[src/rtl/bsc_pkg.sv]
package bsc_pkg;
  typedef enum logic [1:0] {
    MODE_NORMAL = 2'b00,
    MODE_SAMPLE = 2'b01,
    MODE_EXTEST = 2'b10,
    MODE_SPARE  = 2'b11
  } bs_mode_e;

  localparam int CELLS_PER_PIN = 3;
  localparam int CELL_IN  = 0;
  localparam int CELL_OUT = 1;
  localparam int CELL_OE  = 2;
endpackage

[src/rtl/bsc_rst_sync.sv]
module bsc_rst_sync (
  input  logic clk,
  input  logic rst_n,
  output logic rst_int_n
);
  logic [1:0] sync_q;
  logic [1:0] sync_d;

  always_comb begin
    sync_d = {sync_q[0], 1'b1};
  end

  always_ff @(posedge clk or negedge rst_n) begin
    if (!rst_n) begin
      sync_q <= 2'b00;
    end else begin
      sync_q <= sync_d;
    end
  end

  assign rst_int_n = sync_q[1];
endmodule

[src/rtl/bsc_cell.sv]
module bsc_cell (
  input  logic clk,
  input  logic rst_n,
  input  logic cap_en,
  input  logic shift_en,
  input  logic upd_en,
  input  logic test_sel,
  input  logic func_in,
  input  logic ser_in,
  output logic ser_out,
  output logic mux_out
);
  logic sr_q, sr_d;
  logic upd_q, upd_d;

  // shift stage: capture has priority over shift
  always_comb begin
    sr_d = sr_q;
    if (cap_en) begin
      sr_d = func_in;
    end else if (shift_en) begin
      sr_d = ser_in;
    end
  end

  // update stage: loads only on the update strobe
  always_comb begin
    upd_d = upd_q;
    if (upd_en) begin
      upd_d = sr_q;
    end
  end

  always_ff @(posedge clk or negedge rst_n) begin
    if (!rst_n) begin
      sr_q  <= 1'b0;
      upd_q <= 1'b0;
    end else begin
      sr_q  <= sr_d;
      upd_q <= upd_d;
    end
  end

  assign ser_out = sr_q;
  assign mux_out = test_sel ? upd_q : func_in;


  capture_load_chk: assert property (@(posedge clk) disable iff (!rst_n)
    cap_en |=> (ser_out == $past(func_in)));


  shift_move_chk: assert property (@(posedge clk) disable iff (!rst_n)
    (shift_en && !cap_en) |=> (ser_out == $past(ser_in)));


  extest_drive_chk: assert property (@(posedge clk) disable iff (!rst_n)
    (test_sel && upd_en) ##1 test_sel |-> (mux_out == $past(ser_out)));
endmodule

[src/rtl/bsc_pad.sv]
module bsc_pad
  import bsc_pkg::*;
(
  input  logic clk,
  input  logic rst_n,
  input  logic cap_en,
  input  logic shift_en,
  input  logic upd_en,
  input  logic test_sel,
  input  logic pin_pad_i,
  input  logic pin_core_o,
  input  logic pin_core_oe,
  input  logic ser_in,
  output logic ser_out,
  output logic pin_core_i,
  output logic pin_pad_o,
  output logic pin_pad_oe
);
  logic [CELLS_PER_PIN-1:0] func_w;
  logic [CELLS_PER_PIN-1:0] mux_w;
  logic [CELLS_PER_PIN:0]   link_w;

  assign func_w[CELL_IN]  = pin_pad_i;
  assign func_w[CELL_OUT] = pin_core_o;
  assign func_w[CELL_OE]  = pin_core_oe;
  assign link_w[0]        = ser_in;

  for (genvar k = 0; k < CELLS_PER_PIN; k++) begin : g_cell
    bsc_cell u_cell (
      .clk      (clk),
      .rst_n    (rst_n),
      .cap_en   (cap_en),
      .shift_en (shift_en),
      .upd_en   (upd_en),
      .test_sel (test_sel),
      .func_in  (func_w[k]),
      .ser_in   (link_w[k]),
      .ser_out  (link_w[k+1]),
      .mux_out  (mux_w[k])
    );
  end

  assign ser_out    = link_w[CELLS_PER_PIN];
  assign pin_core_i = mux_w[CELL_IN];
  assign pin_pad_o  = mux_w[CELL_OUT];
  assign pin_pad_oe = mux_w[CELL_OE];
endmodule

[src/rtl/bsc_pad_chain.sv]
module bsc_pad_chain
  import bsc_pkg::*;
#(
  parameter int NUM_PINS = 4
) (
  input  logic                clk,
  input  logic                rst_n,
  input  logic [1:0]          test_mode,
  input  logic                cap_en,
  input  logic                shift_en,
  input  logic                upd_en,
  input  logic                tdi,
  output logic                tdo,
  input  logic [NUM_PINS-1:0] core_o,
  input  logic [NUM_PINS-1:0] core_oe,
  output logic [NUM_PINS-1:0] core_i,
  input  logic [NUM_PINS-1:0] pad_i,
  output logic [NUM_PINS-1:0] pad_o,
  output logic [NUM_PINS-1:0] pad_oe
);
  localparam int CHAIN_LEN = NUM_PINS * CELLS_PER_PIN;

  logic           rst_int_n;
  bs_mode_e       mode_w;
  logic           ext_sel;
  logic [NUM_PINS:0] pin_link;

  bsc_rst_sync u_rst (
    .clk       (clk),
    .rst_n     (rst_n),
    .rst_int_n (rst_int_n)
  );

  assign mode_w      = bs_mode_e'(test_mode);
  assign ext_sel     = (mode_w == MODE_EXTEST);
  assign pin_link[0] = tdi;

  for (genvar p = 0; p < NUM_PINS; p++) begin : g_pin
    bsc_pad u_pad (
      .clk         (clk),
      .rst_n       (rst_int_n),
      .cap_en      (cap_en),
      .shift_en    (shift_en),
      .upd_en      (upd_en),
      .test_sel    (ext_sel),
      .pin_pad_i   (pad_i[p]),
      .pin_core_o  (core_o[p]),
      .pin_core_oe (core_oe[p]),
      .ser_in      (pin_link[p]),
      .ser_out     (pin_link[p+1]),
      .pin_core_i  (core_i[p]),
      .pin_pad_o   (pad_o[p]),
      .pin_pad_oe  (pad_oe[p])
    );
  end

  assign tdo = pin_link[NUM_PINS];


  normal_pass_chk: assert property (@(posedge clk) disable iff (!rst_int_n)
    (mode_w == MODE_NORMAL || mode_w == MODE_SPARE) |->
      (core_i == pad_i && pad_o == core_o && pad_oe == core_oe));


  sample_live_chk: assert property (@(posedge clk) disable iff (!rst_int_n)
    (mode_w == MODE_SAMPLE) |->
      (core_i == pad_i && pad_o == core_o && pad_oe == core_oe));


  extest_hold_chk: assert property (@(posedge clk) disable iff (!rst_int_n)
    (ext_sel && !upd_en) |=>
      (!ext_sel || ($stable(pad_o) && $stable(pad_oe) && $stable(core_i))));


  chain_len_chk: assert property (@(posedge clk) disable iff (!rst_int_n)
    (shift_en && !cap_en && CHAIN_LEN > 0) |=> (tdo == $past(g_pin[NUM_PINS-1].u_pad.link_w[CELLS_PER_PIN-1])));
endmodule

[config.mk]
export PLATFORM = sky130hd
export DESIGN_NAME = bsc_pad_chain
export DESIGN_NICKNAME = d
export VERILOG_FILES = /design/src/rtl/bsc_pkg.sv /design/src/rtl/bsc_rst_sync.sv /design/src/rtl/bsc_cell.sv /design/src/rtl/bsc_pad.sv /design/src/rtl/bsc_pad_chain.sv
export SDC_FILE = /design/constraint.sdc
export NUM_CORES = 1
export LEC_CHECK = 0
export ABC_AREA = 1
export BUFFER_PORTS_ARGS = -buffer_cell sky130_fd_sc_hd__buf_2
export CAP_MARGIN = 20
export CORE_MARGIN = 1
export CORE_UTILIZATION = 30
export DETAILED_ROUTE_END_ITERATION = 12
export REMOVE_ABC_BUFFERS = 1
export SYNTH_ARGS = -nofsm -noshare
export SYNTH_HDL_FRONTEND = slang
export SYNTH_SLANG_ARGS = --single-unit
[constraint.sdc]
create_clock -name clk -period 1.05 [get_ports clk]
set_input_delay 0.1575 -clock clk [delete_from_list [all_inputs] [get_ports clk]]
set_output_delay 0.1575 -clock clk [all_outputs]
set_load 0.03 [all_outputs]
==> results of run 1 <==
-- worst max-delay path, delay by kind of cell (launching register included) --
kind	cells	cell delay, ns
DFF	1	0.36
buffers and inverters	2	0.18
AOI/OAI and AO/OA	1	0.12
-- Yosys cell counts --
master and number:
buf_2 4, buf_4 14, buf_6 1, clkbuf_1 1, conb_1 1, dfrtp_1 26, inv_1 13, inv_2 2
nand2_1 97, nor2_2 1, o21ai_0 24
-- per-stage QoR --
stage / setup TNS (ns) / hold slack [ns] / worst slack, ns
finish: -0.295 / 0.180 / -0.0366
global route: -0.943 / 0.192 / -0.0945
CTS: -0.564 / 0.169 / -0.0695
detailed placement: -0.0843 / -0.0540 / -0.0369
global placement: -0.0466 / -0.0566 / -0.0317
floorplan: -4.34 / -0.138 / -0.362
-- cells by family (layout without fill, tap and decap cells) --
| kind of cell | count (synthesis) | after routing | synth area share |
|---|---|---|---|
| other | 1 | 1 | 0.00280 |
| AND/OR/NAND/NOR | 98 | 98 | 0.276 |
| flip-flops | 26 | 26 | 0.485 |
| buffers and inverters | 35 | 59 | 0.146 |
| AO/OA/AOI/OAI | 24 | 24 | 0.0896 |
-- repair_timing --
item                                   CTS  global route
gates cloned                             0             0
setup endpoints to repair               12            12
pin swaps                               12             0
endpoints found under the hold margin    2             0
setup buffers                            2             0
gates resized for setup                 24            20
hold buffers                             1             0
-- metal layers --
metal	track usage	vias up	part of all wire
met5	0	-	0
met4	0.0459	0	0.0064
met3	0.0197	2	0.034
met2	0.218	18	0.49
met1	0.166	524	0.47
li1	-	592	-
-- registers in the layout, summed over array words and instances (netlist names) --
signal / count
g_pin.u_pad.g_cell.u_cell.ser_out: 12
g_pin.u_pad.g_cell.u_cell.upd_q: 12
u_rst.sync_q: 2
-- power by group through the flow --
stage	registers (µW)	logic (µW)	clock network, µW
floorplan	1200	282	0
global placement	1200	472	0
detailed placement	1200	479	0
CTS	1180	531	586
global route	1200	624	610
finish	1190	555	553
-- cell type report --
type                       count  area (µm²)
inverter                      15        56.3
tap                           50        62.6
fill                         468        2520
multi-input combinational    123         517
clock buffer                   3        41.3
sequential                    26         651
timing repair buffer          41         292
-- how the worst max path moves through the flow --
| stage | start | endpoint | slack, ns |
|---|---|---|---|
| 4_1_cts | g_pin[0].u_pad.g_cell[1].u_cell.upd_q | pad_o[0] | -0.07 |
| 3_5_place_dp | test_mode[0] | pad_o[0] | -0.04 |
| 3_3_place_gp | test_mode[0] | pad_o[0] | -0.03 |
| 6_report | g_pin[2].u_pad.g_cell[2].u_cell.upd_q | pad_oe[2] | -0.04 |
| 2_1_floorplan | test_mode[0] | core_i[0] | -0.36 |
| 5_1_grt | g_pin[3].u_pad.g_cell[1].u_cell.upd_q | pad_o[3] | -0.09 |
==> out/results.ini, run 1 <==
[outcome]
status = finished with violations
violations = negative setup slack

[placement]
gp_congestion = 0.726
post-place-cells = 252
dpl.hpwl_um = 1910
port_buffers = 32
placed_area_um2 = 1480

[cells_and_area]
instances_no_fill = 258
nNetsFinal = 230
final_common_cell = nand2_1
num_antenna_cells = 0
final_cell_mix = nand2_1, dfrtp_1, buf_2
layout-drive-gt1-share = 0.293
fin_util = 0.391
final_area_um2 = 1620
syn2layout_area_growth_pct = 20.7

[power_and_ir_drop]
comb_power_share = 0.242
p_int_uw = 1590
ir_drop_uv = 430
power_uw = 2290
power_frac_seq = 0.517
power_frac_clock = 0.241
p_leak_uw = 0.000895
p_sw_frac = 0.305
p_switching_uw = 700
power.density_nw_per_um2 = 1420

[route]
drt-vias-per-instance = 4.40
routedWlPerCell_um = 10.9
drc = 0
dr.pass1.iters = 4
drtAntennaViolNets = 0
first_iter_violations = 21
wirelength_um = 2820
vias = 1136

[grt]
grt-ovfl-total = 0
grt_pass1_vias = 1030
grt_max_degree = 25
antenna_found_initial = 0
grt_pass1_wl_um = 4480
grtUsageTotal = 0.129

[hold_path]
hp-class = primary input to flip-flop
hold_path_end = g_pin[0].u_pad.g_cell[0].u_cell.ser_out
hold_path.startpoint = tdi
holdPathStages = 5

[timing]
hold_violations = 0
period_minus_slack_ns = 1.09
setup_violations = 12
worst_slack_ns = -0.0366
max_freq_mhz = 920
fin_crit_sh = 1.03
rsz0062_at_grt = yes
clock-skew-final_ns = 0.00268
timing.final.max_slew_violations = 0

[critical_path]
critPathMaxStageDelay_ns = 0.36
arrival_ns = 0.93
reg2reg_from = g_pin[0].u_pad.g_cell[2].u_cell.ser_out
worst-setup-path-type = flip-flop to primary output
cp_slowest_cell = dfrtp_1
startpoint_type = flip-flop
r2r-end = g_pin[1].u_pad.g_cell[0].u_cell.ser_out
worstPathCellList = inv_2 > o21ai_2 > buf_6
endpoint_kind = primary output
crit_required_ns = 0.89
rrSetupSlack_ns = 0.32
r2r_cells = 4
crit_fanout = 2

[synth]
ys_seq_area_frac = 0.485
synth_seq_cells = 26
yosys-top-cells-area = dfrtp_1, nand2_1, o21ai_0
yosys.area.top_type = dfrtp_1
synth_cell_types = 11
synth_cells = 184
netlist_area_um2 = 1340
yosysWarningCount = 0
synth_top_cell_area_share = 0.485
avgSynthCellArea_um2 = 7.29

[clock_tree]
ctsHtreeMaxLevel = 1
cts_made_buffers = 3
cts.path.max_buffers = 2
cts_tree = done
root_buffer = clkbuf_8
insertion_delay_ns = 0.26
clkTransAtPathRegs_ns = 0.09
clock_sinks = 26

[die]
fp.dieArea_um2 = 4740
fp-row-count = 23
dieHeight_um = 68.9
core_um2 = 4140
start_util = 0.324
ios = 33
die_x_um = 68.9

[flow_run]
drv_cap = 0

No activity file was read; power rests on OpenSTA's default activity.
==> inputs of run 2 (changes only) <==
--- a/config.mk
+++ b/config.mk
@@ -14,4 +14,5 @@
 export REMOVE_ABC_BUFFERS = 1
 export SYNTH_ARGS = -nofsm -noshare
 export SYNTH_HDL_FRONTEND = slang
+export SYNTH_HIERARCHICAL = 1
 export SYNTH_SLANG_ARGS = --single-unit
==> run 2 against run 1 <==
Against the previous run: core utilization is 3.1 points higher; first-iteration DRC count is 62% higher; total power is 0.34% higher; largest cell class unchanged; critical path depth stayed put; clock skew hardly changed; sequential share of layout area is 3.0 points lower; design area is 8.0% higher; the run still ends with negative setup slack left; non-clock buffer count stayed put; combinational power is 4.0% higher; register-to-register slack worse by 0.16 ns; die area hardly changed; largest power group unchanged.
==> out/results.ini, run 2 <==
[synth]
synthArstFlopShare = 1.00
yosysMostFrequentCell = nand2_1
netlist_area_um2 = 1340
yosys-top-cells-area = dfrtp_1, nand2_1, inv_1
yosys.area.top_type = dfrtp_1
synth_cell_types = 10
synth_commonest_cells = nand2_1, inv_1, dfrtp_1
ys_seq_area_frac = 0.486
synth_edf_count = 0
avgSynthCellArea_um2 = 6.80
synth_cells = 197
synth_seq_cells = 26
synth_ff_type = dfrtp_1
synth_top_cell_area_share = 0.486
yosysWarningCount = 6

[route]
vias = 1172
wirelength_um = 2710
drt-vias-per-instance = 4.03
routedWlPerCell_um = 9.31
drc = 0
first_iter_violations = 34
dr.pass1.iters = 4
drtAntennaViolNets = 0

[timing]
worst_slack_ns = -0.0647
holdWs_ns = 0.100
finalSetupTns_ns = -0.498
max_freq_mhz = 897
period_minus_slack_ns = 1.11
rsz0062_at_grt = yes
timing.final.max_slew_violations = 0
setup_violations = 12
clock-skew-final_ns = 0.00280
hold_violations = 0
fin_crit_sh = 1.06

[grt]
grt_max_degree = 25
busiest_layer = met2
grt_use_met3 = 0.0247
antenna_found_initial = 0
grtUsageTotal = 0.131
grt_pass1_vias = 1067
grt_pass1_wl_um = 4640
grt-ovfl-total = 0
grt.met1_usage = 0.187
use_met2 = 0.202

[critical_path]
worstPathCellList = nand2_1 > o21ai_1 > buf_4
cp.depth = 3
r2r_cells = 4
worst-path-buf-inv = 1
crit_fanout = 2
critPathLaunch = g_pin[2].u_pad/g_cell[1].u_cell/upd_q
startpoint_type = flip-flop
cp_slowest_cell = dfrtp_1
critPathMaxStageDelay_ns = 0.41
reg2reg_from = g_pin[2].u_pad/g_cell[0].u_cell/upd_q
endpoint = pad_o[2]
endpoint_kind = primary output
worst-setup-path-type = flip-flop to primary output
crit_required_ns = 0.89
cpLargestDelayFamily = flip-flops
rrSetupSlack_ns = 0.16
arrival_ns = 0.96
r2r-end = g_pin[2].u_pad/g_cell[0].u_cell/upd_q

[power_and_ir_drop]
ir_drop_uv = 449
p_leak_uw = 0.00106
power.density_nw_per_um2 = 1320

[cells_and_area]
instances_no_fill = 291
final_common_cell = nand2_1
layout-drive-gt1-share = 0.237
nFillCells = 473
nNetsFinal = 263
syn2layout_area_growth_pct = 30.5
final_cell_mix = nand2_1, inv_1, dfrtp_1
fin_util = 0.422
num_antenna_cells = 0

[clock_tree]
ctsHtreeMaxLevel = 1
clock_sinks = 26
cts_tree = done
insertion_delay_ns = 0.27
clkTransAtPathRegs_ns = 0.09
cts.path.max_buffers = 2
root_buffer = clkbuf_8
cts_made_buffers = 3

[placement]
dpl.hpwl_um = 1830
preCtsSetupSlack_ns = -0.0493
port_buffers = 32
post-place-cells = 283
gp_congestion = 0.734

[die]
core_um2 = 4140
fp.dieArea_um2 = 4740
ios = 33
die_x_um = 68.8
fp-row-count = 23
dieHeight_um = 68.8
start_util = 0.323

[outcome]
violations = negative setup slack
status = finished with violations

[flow_run]
drv_cap = 0

[hold_path]
hp-class = primary input to flip-flop

-- run 2: cell count changes after synthesis, moves of 4 or more --
cell,previous run,this run
inv_2,2,12
o21ai_1,0,12
buf_4,14,0
buf_2,4,0
nor2_1,0,12
nand3_1,0,12
inv_1,13,49
o21ai_0,24,0
nand2_1,97,60
a21oi_1,0,12
-- run 2: repair_timing --
action | CTS | global route
cloned | 0 | 0
setup buffers | 1 | 3
pin swaps | 0 | 0
resized for setup | 12 | 2
hold buffers | 1 | 0
hold endpoints to repair | 2 | 0
endpoints found under the setup margin | 12 | 12
-- run 2: tightest hold or removal path: stages --
cell     delay [ns]
buf_2          0.09
nand2_1        0.04
nand2_1        0.05
-- run 2: metal layers --
metal  part of all wire  wire [µm]
met2               0.43       1160
met4             0.0030          8
met3              0.035         94
met1               0.53       1440
met5                  0          0
-- run 2: worst min path at each step --
stage	from	to	slack, ns	depth (start not counted)
after floorplan	rst_n	u_rst/sync_q[0]	-0.14	0
after global placement	rst_n	u_rst/sync_q[1]	-0.06	1
after detailed placement	rst_n	u_rst/sync_q[1]	-0.05	1
after CTS	pad_i[0]	g_pin[0].u_pad/g_cell[0].u_cell/ser_out	0.09	3
after global routing	pad_i[1]	g_pin[1].u_pad/g_cell[0].u_cell/ser_out	0.11	3
final	pad_i[0]	g_pin[0].u_pad/g_cell[0].u_cell/ser_out	0.10	3
-- run 2: cells by family after synthesis --
logic type / share of synthesized area
buffers and inverters: 0.171
AND/OR/NAND/NOR: 0.251
other: 0.00280
flip-flops: 0.486
AO/OA/AOI/OAI: 0.0896
-- run 2: metrics by stage --
stage | instance area, µm² | total power [µW]
after floorplan | 1340 | 1510
after global placement | 1630 | 1700
after detailed placement | 1630 | 1710
after CTS | 1720 | 2320
after global routing | 1750 | 2460
final | 1750 | 2300
-- run 2: power breakdown --
group / total, µW / leakage (µW) / internal (µW) / switching, µW
Combinational: 577 / 0.000734 / 238 / 339
Clock: 559 / 0.0000216 / 257 / 302
Sequential: 1170 / 0.000301 / 1110 / 60.8
-- run 2: final cells by class --
type / instances / area (µm²) / share of cell area
clock buffers: 3 / 41.3 / 0.0236
multi-input cells: 110 / 464 / 0.265
repair buffers: 41 / 302 / 0.172
well taps: 50 / 62.6 / 0.0358
inverters: 61 / 229 / 0.131
flip-flops and latches: 26 / 651 / 0.372
==> inputs of run 3 (changes only) <==
--- a/config.mk
+++ b/config.mk
@@ -5,7 +5,7 @@
 export SDC_FILE = /design/constraint.sdc
 export NUM_CORES = 1
 export LEC_CHECK = 0
-export ABC_AREA = 1
+export ABC_AREA = 0
 export BUFFER_PORTS_ARGS = -buffer_cell sky130_fd_sc_hd__buf_2
 export CAP_MARGIN = 20
 export CORE_MARGIN = 1
@@ -14,5 +14,4 @@
 export REMOVE_ABC_BUFFERS = 1
 export SYNTH_ARGS = -nofsm -noshare
 export SYNTH_HDL_FRONTEND = slang
-export SYNTH_HIERARCHICAL = 1
 export SYNTH_SLANG_ARGS = --single-unit
==> constraint.sdc (replaced) <==
create_clock -name clk -period 1.15 [get_ports clk]
set_input_delay 0.1725 -clock clk [delete_from_list [all_inputs] [get_ports clk]]
set_output_delay 0.1725 -clock clk [all_outputs]
set_load 0.03 [all_outputs]
==> run 3 against run 2 <==
Against the previous run: the run still ends with negative setup slack left; sequential power shrank 7%; synthesized area down 0.65%; highest routed layer unchanged; clock skew is 0.0029 ns higher.
==> out/results.ini, run 3 <==
[placement]
placed_area_um2 = 1430
gp_congestion = 0.676
post-place-cells = 171
port_buffers = 32
dpl.hpwl_um = 1680

[clock_tree]
root_buffer = clkbuf_8
cts.path.max_buffers = 2
insertion_delay_ns = 0.27
cts_made_buffers = 3
ctsHtreeMaxLevel = 1
clkTransAtPathRegs_ns = 0.09
cts_tree = done
clock_sinks = 26

[outcome]
status = finished with violations
violations = negative setup slack

[cells_and_area]
nNetsFinal = 148
layout-drive-gt1-share = 0.496
syn2layout_area_growth_pct = 18.6
final_cell_mix = dfrtp_1, buf_2, mux2_2
final_area_um2 = 1580
num_antenna_cells = 0
final_common_cell = dfrtp_1
instances_no_fill = 177

[timing]
worst_slack_ns = -0.116
timing.final.max_slew_violations = 0
max_freq_mhz = 790
period_minus_slack_ns = 1.27
clock-skew-final_ns = 0.00573
holdWs_ns = 0.130
hold_violations = 0
rsz0062_at_grt = yes
setup_violations = 12
finalSetupTns_ns = -1.03
fin_crit_sh = 1.10

[route]
vias = 813
routedWlPerCell_um = 13.7
dr.pass1.iters = 4
drc = 0
drt-vias-per-instance = 4.59
first_iter_violations = 15
wirelength_um = 2430
drtAntennaViolNets = 0

[power_and_ir_drop]
p_int_uw = 1600
power_uw = 2200
p_switching_uw = 603
comb_power_share = 0.238
ir_drop_uv = 737
power_frac_clock = 0.267
p_leak_uw = 0.000782
p_sw_frac = 0.274
power.density_nw_per_um2 = 1400
power_frac_seq = 0.495

[synth]
avgSynthCellArea_um2 = 12.7
synthArstFlopShare = 1.00
ys_seq_area_frac = 0.489
synth-compound-area-share = 0.0451
yosys.area.top_type = dfrtp_1
synth_seq_cells = 26
synth_top_cell_area_share = 0.489
synth_mux_area_frac = 0.321
yosysMostFrequentCell = dfrtp_1
yosys-top-cells-area = dfrtp_1, mux2_2, mux2_4
yosysWarningCount = 0
synth-xor-area-share = 0
synth_cell_types = 12
netlist_area_um2 = 1330
synth_commonest_cells = dfrtp_1, mux2_2, buf_4
synthSimpleGateAreaFrac = 0.0442
synth_cells = 105
synth_ff_type = dfrtp_1
synth_edf_count = 0
synthAdderAreaFrac = 0
synth_top_family_by_area = multiplexers

[hold_path]
hp-class = primary input to flip-flop

[grt]
grtUsageTotal = 0.114
grt_pass1_vias = 828
grt_max_degree = 25
antenna_found_initial = 0
grt-ovfl-total = 0
grt_pass1_wl_um = 3910

[die]
fp.dieArea_um2 = 4710
dieHeight_um = 68.6
fp-row-count = 23
die_x_um = 68.6
core_um2 = 4120
start_util = 0.324
ios = 33

[critical_path]
crit_required_ns = 0.98
cp_slowest_cell = dfrtp_1
worst-path-buf-inv = 1
worstPathCellList = mux2_4 > buf_6
critPathMaxStageDelay_ns = 0.40
rrSetupSlack_ns = 0.29
worst-setup-path-type = flip-flop to primary output
crit_fanout = 2
arrival_ns = 1.09
endpoint_kind = primary output
cpLargestDelayFamily = flip-flops
startpoint_type = flip-flop

[flow_run]
drv_cap = 0

==> run 3: cell types whose count changed after synthesis, sizes merged, moves of 13 or more <==
cell	before	now
buf	0	17
inv	61	0
mux2	0	24
nand2	60	12
nor2	13	0
==> run 3: cell type report <==
| class | count | area, µm² |
|---|---|---|
| clock buffers | 4 | 55.1 |
| repair buffers | 35 | 260 |
| multi-input cells | 62 | 551 |
| fillers | 402 | 2540 |
| flip-flops and latches | 26 | 651 |
| well taps | 50 | 62.6 |
==> run 3: per-stage QoR <==
stage                     utilization  worst slack [ns]
after floorplan                     -             0.153
after global placement          0.348           -0.0750
after detailed placement        0.348           -0.0823
after CTS                       0.384            -0.124
after global routing            0.384            -0.147
final                           0.384            -0.116
==> run 3: power by group through the flow <==
| stage | Clock [µW] | Sequential (µW) | Combinational [µW] |
|---|---|---|---|
| 6_report | 589 | 1090 | 525 |
| 2_1_floorplan | 0 | 1110 | 302 |
| 3_3_place_gp | 0 | 1100 | 448 |
| 4_1_cts | 597 | 1090 | 534 |
| 5_1_grt | 647 | 1100 | 563 |
| 3_5_place_dp | 0 | 1110 | 459 |
==> run 3: worst reg2reg max path, stage by stage, from the launching register on <==
cell     delay (ns)
dfrtp_1        0.39
buf_4          0.13
mux2_2         0.25
==> run 3: final timing paths <==
path,start,end,depth (start not counted)
min in group asynchronous,rst_n,u_rst.sync_q[1],2
worst min register to register,u_rst.sync_q[1],g_pin[3].u_pad.g_cell[2].u_cell.upd_q,1
worst max-delay path,g_pin[0].u_pad.g_cell[2].u_cell.upd_q,pad_oe[0],2
worst min-delay path,core_o[1],g_pin[1].u_pad.g_cell[1].u_cell.ser_out,3
max in group asynchronous,u_rst.sync_q[1],g_pin[3].u_pad.g_cell[0].u_cell.upd_q,1
worst max register to register,g_pin[1].u_pad.g_cell[1].u_cell.upd_q,g_pin[1].u_pad.g_cell[1].u_cell.upd_q,2
==> run 3: cell families after synthesis <==
| group | after synthesis |
|---|---|
| other | 1 |
| AOI/OAI and AO/OA | 12 |
| muxes | 36 |
| DFF | 26 |
| buffers and inverters | 17 |
| and+or+nand+nor | 13 |
==> run 3: repair_timing <==
| item | 4_1_cts | 5_1_grt |
|---|---|---|
| setup buffers | 1 | 0 |
| hold buffers | 1 | 0 |
| resized for setup | 24 | 0 |
| cloned | 0 | 0 |
| endpoints found under the hold margin | 2 | 0 |
| endpoints found under the setup margin | 12 | 12 |
==> run 3: metal layers <==
layer  routed length [µm]  vias to the layer above  track usage
met3                  131                        2       0.0181
met1                 1120                      399        0.158
met2                 1160                       24        0.183
li1                     -                      388            -
met5                    0                        -            0
met4                   12                        0       0.0313
